## config.mk

```make
export PLATFORM = sky130hd
export DESIGN_NAME = nand_bus_seq
export DESIGN_NICKNAME = d
export VERILOG_FILES = /design/src/rtl/nbs_pkg.sv /design/src/rtl/nbs_timing_select.sv /design/src/rtl/nbs_phase_fsm.sv /design/src/rtl/nbs_pin_drive.sv /design/src/rtl/nbs_sampler.sv /design/src/rtl/nand_bus_seq.sv
export SDC_FILE = /design/constraint.sdc
export NUM_CORES = 1
export LEC_CHECK = 0
export BUFFER_PORTS_ARGS = -buffer_cell sky130_fd_sc_hd__buf_2
export CAP_MARGIN = 40
export CORE_UTILIZATION = 53
export DETAILED_ROUTE_END_ITERATION = 6
export MAX_ROUTING_LAYER = met4
export PLACE_DENSITY = 0.9
export RECOVER_POWER = 25
export SETUP_SLACK_MARGIN = 0.4
export SYNTH_ARGS = -nofsm -noshare
export SYNTH_HDL_FRONTEND = slang
export SYNTH_SLANG_ARGS = --single-unit
export TNS_END_PERCENT = 50
```

## constraint.sdc

```tcl
create_clock -name clk -period 2.8 [get_ports clk]
set_clock_uncertainty 0.15 [all_clocks]
set_input_delay 0.42 -clock clk [delete_from_list [all_inputs] [get_ports clk]]
set_output_delay 0.42 -clock clk [all_outputs]
set_load 0.03 [all_outputs]
```

## src/rtl/nbs_pkg.sv

```systemverilog
package nbs_pkg;

  localparam int NBS_FW = 4;            // width of one timing field
  localparam int NBS_NF = 4;            // fields per direction
  localparam int NBS_TW = 2 * NBS_NF * NBS_FW;
  localparam int NBS_CW = NBS_FW + 1;   // phase counter width (holds 2*n-1)

  typedef enum logic [1:0] {
    OP_CMD   = 2'd0,
    OP_ADDR  = 2'd1,
    OP_WDATA = 2'd2,
    OP_RDATA = 2'd3
  } nbs_op_e;

  typedef enum logic [2:0] {
    PH_IDLE  = 3'd0,
    PH_SETUP = 3'd1,
    PH_PULSE = 3'd2,
    PH_HOLD  = 3'd3,
    PH_WAIT  = 3'd4
  } nbs_phase_e;

  typedef struct packed {
    logic [NBS_FW-1:0] rwait;
    logic [NBS_FW-1:0] width;
    logic [NBS_FW-1:0] hold;
    logic [NBS_FW-1:0] setup;
  } nbs_timing_t;

  // counter preset for a setup/pulse/hold phase: N gives N+1 clocks
  function automatic logic [NBS_CW-1:0] phase_load(input logic [NBS_FW-1:0] n);
    return {1'b0, n};
  endfunction

  // counter preset for the ready-wait phase: n gives 2*n clocks
  function automatic logic [NBS_CW-1:0] wait_load(input logic [NBS_FW-1:0] n);
    return {n, 1'b0} - NBS_CW'(1);
  endfunction

  function automatic logic is_write_op(input nbs_op_e op);
    return op != OP_RDATA;
  endfunction

endpackage

```

## src/rtl/nbs_timing_select.sv

```systemverilog
module nbs_timing_select
  import nbs_pkg::*;
(
  input  logic [NBS_TW-1:0] word,
  input  logic              rd_dir,
  output nbs_timing_t       sel
);
  localparam int HALF = NBS_NF * NBS_FW;

  logic [NBS_FW-1:0] rd_f [NBS_NF];
  logic [NBS_FW-1:0] wr_f [NBS_NF];

  // field g of each direction; read half in the low bits
  for (genvar g = 0; g < NBS_NF; g++) begin : g_field
    assign rd_f[g] = word[g*NBS_FW +: NBS_FW];
    assign wr_f[g] = word[HALF + g*NBS_FW +: NBS_FW];
  end

  always_comb begin
    if (rd_dir) begin
      sel.setup = rd_f[0];
      sel.hold  = rd_f[1];
      sel.width = rd_f[2];
      sel.rwait = rd_f[3];
    end else begin
      sel.setup = wr_f[0];
      sel.hold  = wr_f[1];
      sel.width = wr_f[2];
      sel.rwait = wr_f[3];
    end
  end
endmodule

```

## src/rtl/nbs_phase_fsm.sv

```systemverilog
module nbs_phase_fsm
  import nbs_pkg::*;
(
  input  logic        clk,
  input  logic        rst_n,
  input  logic        sw_reset,
  input  logic        start,
  input  nbs_timing_t tim_sel,
  output nbs_phase_e  phase,
  output logic        pulse_last,
  output logic        cyc_end
);
  nbs_phase_e        ph_q;
  logic [NBS_CW-1:0] cnt_q;
  nbs_timing_t       tim_q;
  logic              cnt_zero;

  assign cnt_zero = (cnt_q == '0);

  always_ff @(posedge clk or negedge rst_n) begin
    if (!rst_n) begin
      ph_q  <= PH_IDLE;
      cnt_q <= '0;
      tim_q <= '0;
    end else if (sw_reset) begin
      ph_q  <= PH_IDLE;
      cnt_q <= '0;
    end else begin
      case (ph_q)
        PH_IDLE: begin
          if (start) begin
            tim_q <= tim_sel;
            ph_q  <= PH_SETUP;
            cnt_q <= phase_load(tim_sel.setup);
          end
        end
        PH_SETUP: begin
          if (cnt_zero) begin
            ph_q  <= PH_PULSE;
            cnt_q <= phase_load(tim_q.width);
          end else begin
            cnt_q <= cnt_q - 1'b1;
          end
        end
        PH_PULSE: begin
          if (cnt_zero) begin
            ph_q  <= PH_HOLD;
            cnt_q <= phase_load(tim_q.hold);
          end else begin
            cnt_q <= cnt_q - 1'b1;
          end
        end
        PH_HOLD: begin
          if (cnt_zero) begin
            if (tim_q.rwait == '0) begin
              ph_q <= PH_IDLE;
            end else begin
              ph_q  <= PH_WAIT;
              cnt_q <= wait_load(tim_q.rwait);
            end
          end else begin
            cnt_q <= cnt_q - 1'b1;
          end
        end
        PH_WAIT: begin
          if (cnt_zero) ph_q <= PH_IDLE;
          else          cnt_q <= cnt_q - 1'b1;
        end
        default: ph_q <= PH_IDLE;
      endcase
    end
  end

  assign phase      = ph_q;
  assign pulse_last = (ph_q == PH_PULSE) && cnt_zero;
  assign cyc_end    = ((ph_q == PH_HOLD) && cnt_zero && (tim_q.rwait == '0))
                   || ((ph_q == PH_WAIT) && cnt_zero);
endmodule

```

## src/rtl/nbs_pin_drive.sv

```systemverilog
module nbs_pin_drive
  import nbs_pkg::*;
#(
  parameter int DW = 8
) (
  input  nbs_phase_e    phase,
  input  nbs_op_e       op,
  input  logic [DW-1:0] byte_q,
  input  logic          ce_force,
  output logic          ce_n,
  output logic          cle,
  output logic          ale,
  output logic          we_n,
  output logic          re_n,
  output logic [DW-1:0] dq_o,
  output logic          dq_oe
);
  logic active;
  logic strobe;
  logic wr;

  assign active = (phase == PH_SETUP) || (phase == PH_PULSE) || (phase == PH_HOLD);
  assign strobe = (phase == PH_PULSE);
  assign wr     = is_write_op(op);

  assign ce_n  = !((phase != PH_IDLE) || ce_force);
  assign cle   = active && (op == OP_CMD);
  assign ale   = active && (op == OP_ADDR);
  assign we_n  = !(strobe && wr);
  assign re_n  = !(strobe && !wr);
  assign dq_oe = active && wr;

  for (genvar g = 0; g < DW; g++) begin : g_dq
    assign dq_o[g] = dq_oe & byte_q[g];
  end
endmodule

```

## src/rtl/nbs_sampler.sv

```systemverilog
module nbs_sampler #(
  parameter int DW = 8
) (
  input  logic          clk,
  input  logic          rst_n,
  input  logic          sw_reset,
  input  logic          pulse_last,
  input  logic          rd_dir,
  input  logic          cyc_end,
  input  logic [DW-1:0] dq_i,
  input  logic          rb,
  output logic [DW-1:0] rd_data,
  output logic          rd_valid,
  output logic          rdy_status
);
  logic cap;

  assign cap = pulse_last && rd_dir && !sw_reset;

  always_ff @(posedge clk or negedge rst_n) begin
    if (!rst_n) begin
      rd_data    <= '0;
      rd_valid   <= 1'b0;
      rdy_status <= 1'b0;
    end else begin
      rd_valid <= cap;
      if (cap) rd_data <= dq_i;
      if (cyc_end && !sw_reset) rdy_status <= rb;
    end
  end
endmodule

```

## src/rtl/nand_bus_seq.sv

```systemverilog
module nand_bus_seq
  import nbs_pkg::*;
#(
  parameter int DW = 8
) (
  input  logic              clk,
  input  logic              rst_n,
  input  logic              sw_reset,
  input  logic              cfg_we,
  input  logic              cfg_ce_low,
  input  logic              tim_we,
  input  logic [NBS_TW-1:0] tim_word,
  input  logic              req_valid,
  input  logic [1:0]        req_op,
  input  logic [DW-1:0]     req_byte,
  output logic              req_ready,
  output logic              busy,
  output logic [DW-1:0]     rd_data,
  output logic              rd_valid,
  output logic              rdy_status,
  output logic              nand_ce_n,
  output logic              nand_cle,
  output logic              nand_ale,
  output logic              nand_we_n,
  output logic              nand_re_n,
  output logic [DW-1:0]     nand_dq_o,
  output logic              nand_dq_oe,
  input  logic [DW-1:0]     nand_dq_i,
  input  logic              nand_rb
);
  logic              ce_force_q;
  logic [NBS_TW-1:0] timing_q;
  nbs_op_e           op_q;
  logic [DW-1:0]     byte_q;
  nbs_phase_e        phase;
  nbs_timing_t       tim_sel;
  logic              start;
  logic              pulse_last;

  // named internal events, observed by the bound checker
  logic ev_cyc_start;
  logic ev_cyc_end;
  logic ev_cur_read;

  assign busy         = (phase != PH_IDLE);
  assign req_ready    = !busy;
  assign start        = req_valid && !busy && !sw_reset;
  assign ev_cyc_start = start;
  assign ev_cur_read  = (op_q == OP_RDATA);

  always_ff @(posedge clk or negedge rst_n) begin
    if (!rst_n) begin
      ce_force_q <= 1'b0;
      timing_q   <= '0;
      op_q       <= OP_CMD;
      byte_q     <= '0;
    end else begin
      if (sw_reset)    ce_force_q <= 1'b0;
      else if (cfg_we) ce_force_q <= cfg_ce_low;
      if (tim_we) timing_q <= tim_word;
      if (start) begin
        op_q   <= nbs_op_e'(req_op);
        byte_q <= req_byte;
      end
    end
  end

  nbs_timing_select u_tsel (
    .word   (timing_q),
    .rd_dir (nbs_op_e'(req_op) == OP_RDATA),
    .sel    (tim_sel)
  );

  nbs_phase_fsm u_fsm (
    .clk        (clk),
    .rst_n      (rst_n),
    .sw_reset   (sw_reset),
    .start      (start),
    .tim_sel    (tim_sel),
    .phase      (phase),
    .pulse_last (pulse_last),
    .cyc_end    (ev_cyc_end)
  );

  nbs_pin_drive #(.DW(DW)) u_pins (
    .phase    (phase),
    .op       (op_q),
    .byte_q   (byte_q),
    .ce_force (ce_force_q),
    .ce_n     (nand_ce_n),
    .cle      (nand_cle),
    .ale      (nand_ale),
    .we_n     (nand_we_n),
    .re_n     (nand_re_n),
    .dq_o     (nand_dq_o),
    .dq_oe    (nand_dq_oe)
  );

  nbs_sampler #(.DW(DW)) u_samp (
    .clk        (clk),
    .rst_n      (rst_n),
    .sw_reset   (sw_reset),
    .pulse_last (pulse_last),
    .rd_dir     (ev_cur_read),
    .cyc_end    (ev_cyc_end),
    .dq_i       (nand_dq_i),
    .rb         (nand_rb),
    .rd_data    (rd_data),
    .rd_valid   (rd_valid),
    .rdy_status (rdy_status)
  );
endmodule

```

### Word-level counts from Yosys, hierarchy flattened

Cells that the tools add are included.

* add/subtract/negate cells: 2
* equal/unequal tests: 15
* multiplexer cells: 19
* bitwise gates (word level): 9
* reductions and logical operators: 34

Operators with widths (count)
* 2-to-1 mux 5 bit: 7
* case mux 5 bit (5 select lines): 1
* 2-to-1 mux 3 bit: 7
* 2-to-1 mux 16 bit: 1
* case mux 3 bit (5 select lines): 1
* logical AND 1 bit: 14
* subtractor 5 x 1 -> 5 bit (second input constant): 2
* inequality test 3 x 2 -> 1 bit (second input constant): 3
* inequality test 3 bit (second input constant): 3
* AND 1 bit: 8
* == test 3 x 2 -> 1 bit (second input constant): 2
* logical NOT 1 bit: 6
* nonzero test 6 bit: 1
* logical NOT 5 bit: 1
* AND reduction 5 bit: 1
* == test 2 bit (second input constant): 2
* logical NOT 4 bit: 1
* logical OR 1 bit: 4
* inequality test 4 bit (second input constant): 1
* AND reduction 4 bit: 1
* == test 3 x 1 -> 1 bit (second input constant): 1
* == test 3 bit (second input constant): 1
* logical NOT 3 bit: 1
* AND reduction 3 bit: 1
* other kinds (7): 8

* bits in registers: 73
* bits of input ports: 58
* word-level logic and storage cells: 91

### Depth between registers and ports, before layout

* depth after elaboration: 7
* mapped depth: 8

### By module

From an unflattened synthesis, not the netlist that was laid out.

* cells, all modules: 294
* area total of the unflattened synthesis: 3812.4 um^2

Modules (own cells, without submodules)
* nand_bus_seq: times used 1, cells an instance 98, area an instance 1667.8 um^2, sequential area each 1076.0 um^2
* nbs_phase_fsm: times used 1, cells an instance 138, area an instance 1391.3 um^2, sequential area each 500.5 um^2
* nbs_sampler: times used 1, cells an instance 22, area an instance 384.1 um^2, sequential area each 250.2 um^2
* nbs_timing_select: times used 1, cells an instance 18, area an instance 249.0 um^2, sequential area each 0.0 um^2
* nbs_pin_drive: times used 1, cells an instance 18, area an instance 120.1 um^2, sequential area each 0.0 um^2

### Least setup slack after synthesis

Ideal clock, no wire load.

* path type: register to output
* from: register u_fsm.ph_q[0], in the netlist u_fsm.phase[0]
* to: output port nand_ale
* arrival: 1676 ps
* setup slack: 554 ps
* cell stages (with the launch flop): 4
* cells stage by stage: dfrtp_1 -> buf_2 -> nor2_1 -> nor4b_1

* longest elaborated chain between the ends: 4

RTL lines
* start: declaration: line nbs_phase_fsm.sv:13 `nbs_phase_e ph_q;`
* start signal: assignment: line nbs_phase_fsm.sv:22 `ph_q <= PH_IDLE;`
* start signal: assignment: line nbs_phase_fsm.sv:26 `ph_q <= PH_IDLE;`
* start signal: assignment: line nbs_phase_fsm.sv:33 `ph_q <= PH_SETUP;`
* == test 3 x 1 -> 1 bit or == test 3 x 2 -> 1 bit (tied branches): line nbs_pin_drive.sv:22 `assign active = (phase == PH_SETUP) || (phase == PH_PULSE) || (phase == PH_HOLD);`
* logical OR 1 bit: line nbs_pin_drive.sv:22
* logical OR 1 bit (*): line nbs_pin_drive.sv:22
* logical AND 1 bit (*): line nbs_pin_drive.sv:28 `assign ale = active && (op == OP_ADDR);`
* end: declaration: line nand_bus_seq.sv:23 `output logic nand_ale,`

Every way passes the cells marked *; elsewhere a longest branch is shown, timed or not.

### Worst setup path in the final report

* from: register u_fsm.cnt_q[0]
* to: register u_samp.rd_data[4]

* longest elaborated chain between the ends: 4

RTL lines
* start: declaration: line nbs_phase_fsm.sv:14 `logic [NBS_CW-1:0] cnt_q;`
* start signal: assignment: line nbs_phase_fsm.sv:34 `cnt_q <= phase_load(tim_sel.setup);`
* start signal: assignment: line nbs_phase_fsm.sv:40 `cnt_q <= phase_load(tim_q.width);`
* start signal: assignment: line nbs_phase_fsm.sv:42 `cnt_q <= cnt_q - 1'b1;`
* logical NOT 5 bit: line nbs_phase_fsm.sv:18 `assign cnt_zero = (cnt_q == '0);`
* logical AND 1 bit: line nbs_phase_fsm.sv:75 `assign pulse_last = (ph_q == PH_PULSE) && cnt_zero;`
* logical AND 1 bit (2 in series): line nbs_sampler.sv:18 `assign cap = pulse_last && rd_dir && !sw_reset;`
* net u_samp.cap: line nbs_sampler.sv:16 `logic cap;`
* end signal: assignment: line nbs_sampler.sv:27 `if (cap) rd_data <= dq_i;`
* end: declaration: line nbs_sampler.sv:12 `output logic [DW-1:0] rd_data,`

The timed path passes the listed nets, and every way through them passes these cells.
A chain may end at the register's enable or synchronous reset.

==> impl_metrics.py <==
metrics = {
    "setup_path": {
        "end_kind": "flip-flop",
        "cp-startpoint": "u_fsm.cnt_q[0]$_DFFE_PN0P_",
        "rr_startpoint": "u_fsm.cnt_q[0]$_DFFE_PN0P_",
        "worstReg2RegEnd": "u_samp.rd_data[4]$_DFFE_PN0P_",
        "start_kind": "flip-flop",
        "reg2reg_slack_ps": 470,
        "crit_required_ps": 2860,
        "arrival_ps": 2390,
        "criticalPathCategory": "flip-flop to flip-flop",
        "crit_path_end": "u_samp.rd_data[4]$_DFFE_PN0P_",
        "r2r_cells": 6,
        "path_max_fanout": 9,
    },
    "sta": {
        "period_minus_slack_ps": 2330,
        "rsz0062_at_grt": "yes",
        "hold_viol_final": 0,
        "drv_slew": 0,
        "fmax_mhz": 429,
        "setup_viol_count_final": 0,
        "setup_slack_ps": 471,
        "slew_headroom_pct": 40.0,
        "worstMarginPinSlew_ps": 900,
        "holdWs_ps": 153,
        "finalCritPeriodShare_pct": 83.2,
        "finalSetupTns_ps": 0,
    },
    "grt": {
        "grt_max_degree": 68,
        "grt_use_total_pct": 24.0,
        "grt_pass1_wl_mm": 11.7,
        "grt_use_met1_pct": 28.7,
        "globalRouteMet2Util_pct": 40.1,
        "grt_use_met3_pct": 4.18,
        "grt_pass1_vias": 2595,
        "antenna_found_initial": 0,
        "gr-total-overflow": 0,
        "gr-max-usage-layer": "met2",
    },
    "synth": {
        "yosysUniqueCellTypes": 50,
        "synth_edf_count": 0,
        "synth.mux.area_fraction_pct": 21.2,
        "syn_area_mm2": 0.00342,
        "synthSimpleGateAreaFrac_pct": 11.6,
        "synth_seq_cells": 73,
        "synth_top_family_by_area": "multiplexers",
        "yosys_warnings": 0,
        "synth-compound-area-share_pct": 9.08,
        "syn_area_per_cell_um2": 11.8,
        "yosys.area_share.xor_xnor_pct": 0.769,
        "async_reset_ff_share_pct": 100,
        "syn_inst": 289,
        "syn_nets": 349,
        "synth_fa_ha_area_share_pct": 0.733,
        "synth_ff_type": "dfrtp_1",
        "ys_seq_area_share_pct": 53.5,
    },
    "cells_and_area": {
        "nets": 439,
        "drive_gt1_share_pct": 43.3,
        "stdcell_count": 458,
        "area_growth_pct": 21.3,
        "fillers": 472,
        "seqCellArea_mm2": 0.00183,
        "n_antenna_cell": 0,
        "multi_input_area_mm2": 0.00152,
    },
    "power": {
        "combPwrFrac_pct": 44.0,
        "power_uw": 4070,
        "peakVddDrop_mv": 0.654,
        "powerDensity_mw_per_mm2": 982,
        "internal-power_uw": 2400,
        "p_sw_uw": 1670,
        "power.leakage_uw": 0.00199,
        "pwr-share-seq_pct": 38.9,
        "clkPwrFrac_pct": 17.1,
        "sw_frac_of_total_pct": 41.0,
    },
    "cts": {
        "cts_root_buf": "clkbuf_8",
        "clk_path_buf_depth": 2,
        "cts_tree": "done",
        "clock-sinks": 73,
        "cts.reportedPaths.clkPinSlew_ps": 80,
        "clk-insertion-delay-late_ps": 340,
        "htree_levels": 3,
        "cts_inserted_buffers": 9,
    },
    "place": {
        "place_ws_ps": 412,
        "port_buffers": 83,
        "place.gp.congestion": 0.896,
        "dp_cells": 439,
        "post-dp-hpwl_mm": 5.23,
    },
    "die": {
        "ios": 84,
        "rows": 28,
        "fp.dieW_um": 82.3,
        "die_h_um": 82.3,
        "die-area_mm2": 0.00677,
        "core_region_area_mm2": 0.00606,
        "start_util_pct": 56.4,
    },
    "routing": {
        "routedWlPerCell_um": 15.6,
        "via_count": 2643,
        "drc": 0,
        "routed_via_density": 5.77,
        "postRouteAntennaNets": 0,
        "drtPass1Iterations": 4,
        "drt-total-wl_mm": 7.15,
        "drtIter0Drc": 140,
    },
    "job": {
        "drv_cap": 0,
    },
    "outcome": {
        "status": "complete, no violations",
    },
    "worst_hold_path": {
        "worstHoldPathType": "input port to flip-flop",
    },
}
[registers in the layout, summed over array words and instances (netlist names)]
signal,flops
ce_force_q,1
u_fsm.tim_q,12
op_q,2
u_fsm.cnt_q,5
u_fsm.phase,3
u_samp.rd_valid,1
u_samp.rd_data,8
timing_q,32
byte_q,8
u_samp.rdy_status,1
[critical path, stage by stage (launching register included)]
cell     delay, ps
dfrtp_1        440
inv_1          100
ha_2           230
or4b_4         550
nor3_4         240
buf_12         150
mux2_2         330
[synth_stat cells, types with 6 or more instances]
cell | count | area share (%)
nand2_1 | 21 | 2.3
a21oi_1 | 7 | 1.0
mux2_2 | 52 | 17
dfrtp_1 | 73 | 53
inv_1 | 8 | 0.88
and3_1 | 8 | 1.5
nand3_1 | 6 | 0.88
nor2_1 | 12 | 1.3
o21ai_0 | 19 | 2.8
mux2i_1 | 14 | 4.1
nor3_1 | 8 | 1.2
[metrics by stage]
stage	instance area, µm²	util, %
5_1_grt	4140	68.4
6_report	4140	68.4
4_1_cts	4110	67.7
2_1_floorplan	3420	-
3_3_place_gp	3900	64.4
3_5_place_dp	3930	64.8
[final cells by class]
| class | count | area share [%] |
|---|---|---|
| sequential | 73 | 44.1 |
| inverter | 9 | 0.815 |
| multi-input combinational | 193 | 36.7 |
| timing repair buffer | 93 | 12.2 |
| tap | 75 | 2.26 |
| clock inverter | 3 | 0.423 |
| clock buffer | 12 | 3.50 |
[metal layers]
metal	up-vias	share of wire (%)
li1	1241	-
met3	9	5.4
met1	1302	42
met2	91	51
met4	0	1.2
met5	-	0
[logic make-up after synthesis]
group,after synthesis
AND/OR/NAND/NOR,74
flip-flops,73
multiplexers,66
AO/OA/AOI/OAI,47
buffers and inverters,24
XOR/XNOR,3
adder cells (fa/ha/maj),2
[repair_timing]
item | CTS | global route
hold endpoints to repair | 6 | 0
hold buffers | 1 | 0
cloned | 0 | 1
pin swaps | 0 | 1
setup buffers | 0 | 2
resized for setup | 1 | 6
setup endpoints to repair | 11 | 27
[worst min-delay path by stage]
stage,from,endpoint,slack [ps],depth (start not counted)
detailed placement,rst_n,timing_q[9]$_DFFE_PN0P_,100,1
CTS,req_byte[5],byte_q[5]$_DFFE_PN0P_,140,2
finish,req_byte[5],byte_q[5]$_DFFE_PN0P_,150,2
floorplan,rst_n,byte_q[0]$_DFFE_PN0P_,-30,0
global route,req_byte[3],byte_q[3]$_DFFE_PN0P_,150,2
global placement,u_fsm.tim_q[10]$_DFFE_PN0P_,u_fsm.tim_q[10]$_DFFE_PN0P_,310,2
[power by group through the flow]
stage	Combinational (µW)	Clock, µW	Sequential (µW)
2_1_floorplan	1160	0	1650
3_3_place_gp	1670	0	1580
3_5_place_dp	1720	0	1600
4_1_cts	1730	717	1580
5_1_grt	1970	752	1630
6_report	1790	697	1580
[placed cells by master (no fill, tap or decap), drive strengths merged, types with 2 or more instances in the layout]
master   instances
and3             8
nor4b            2
a2111oi          2
a21oi            7
nor3             9
a211oi           3
ha               2
or4b             2
clkbuf          14
nand3            7
o21ai           20
nor2            12
nand2           21
clkinv           2
buf             90
or3              2
mux2i           14
o211ai           2
nor3b            2
dfrtp           73
inv              9
mux2            52
nor4             3
xnor2            2
No activity file was read; power rests on OpenSTA's default activity.
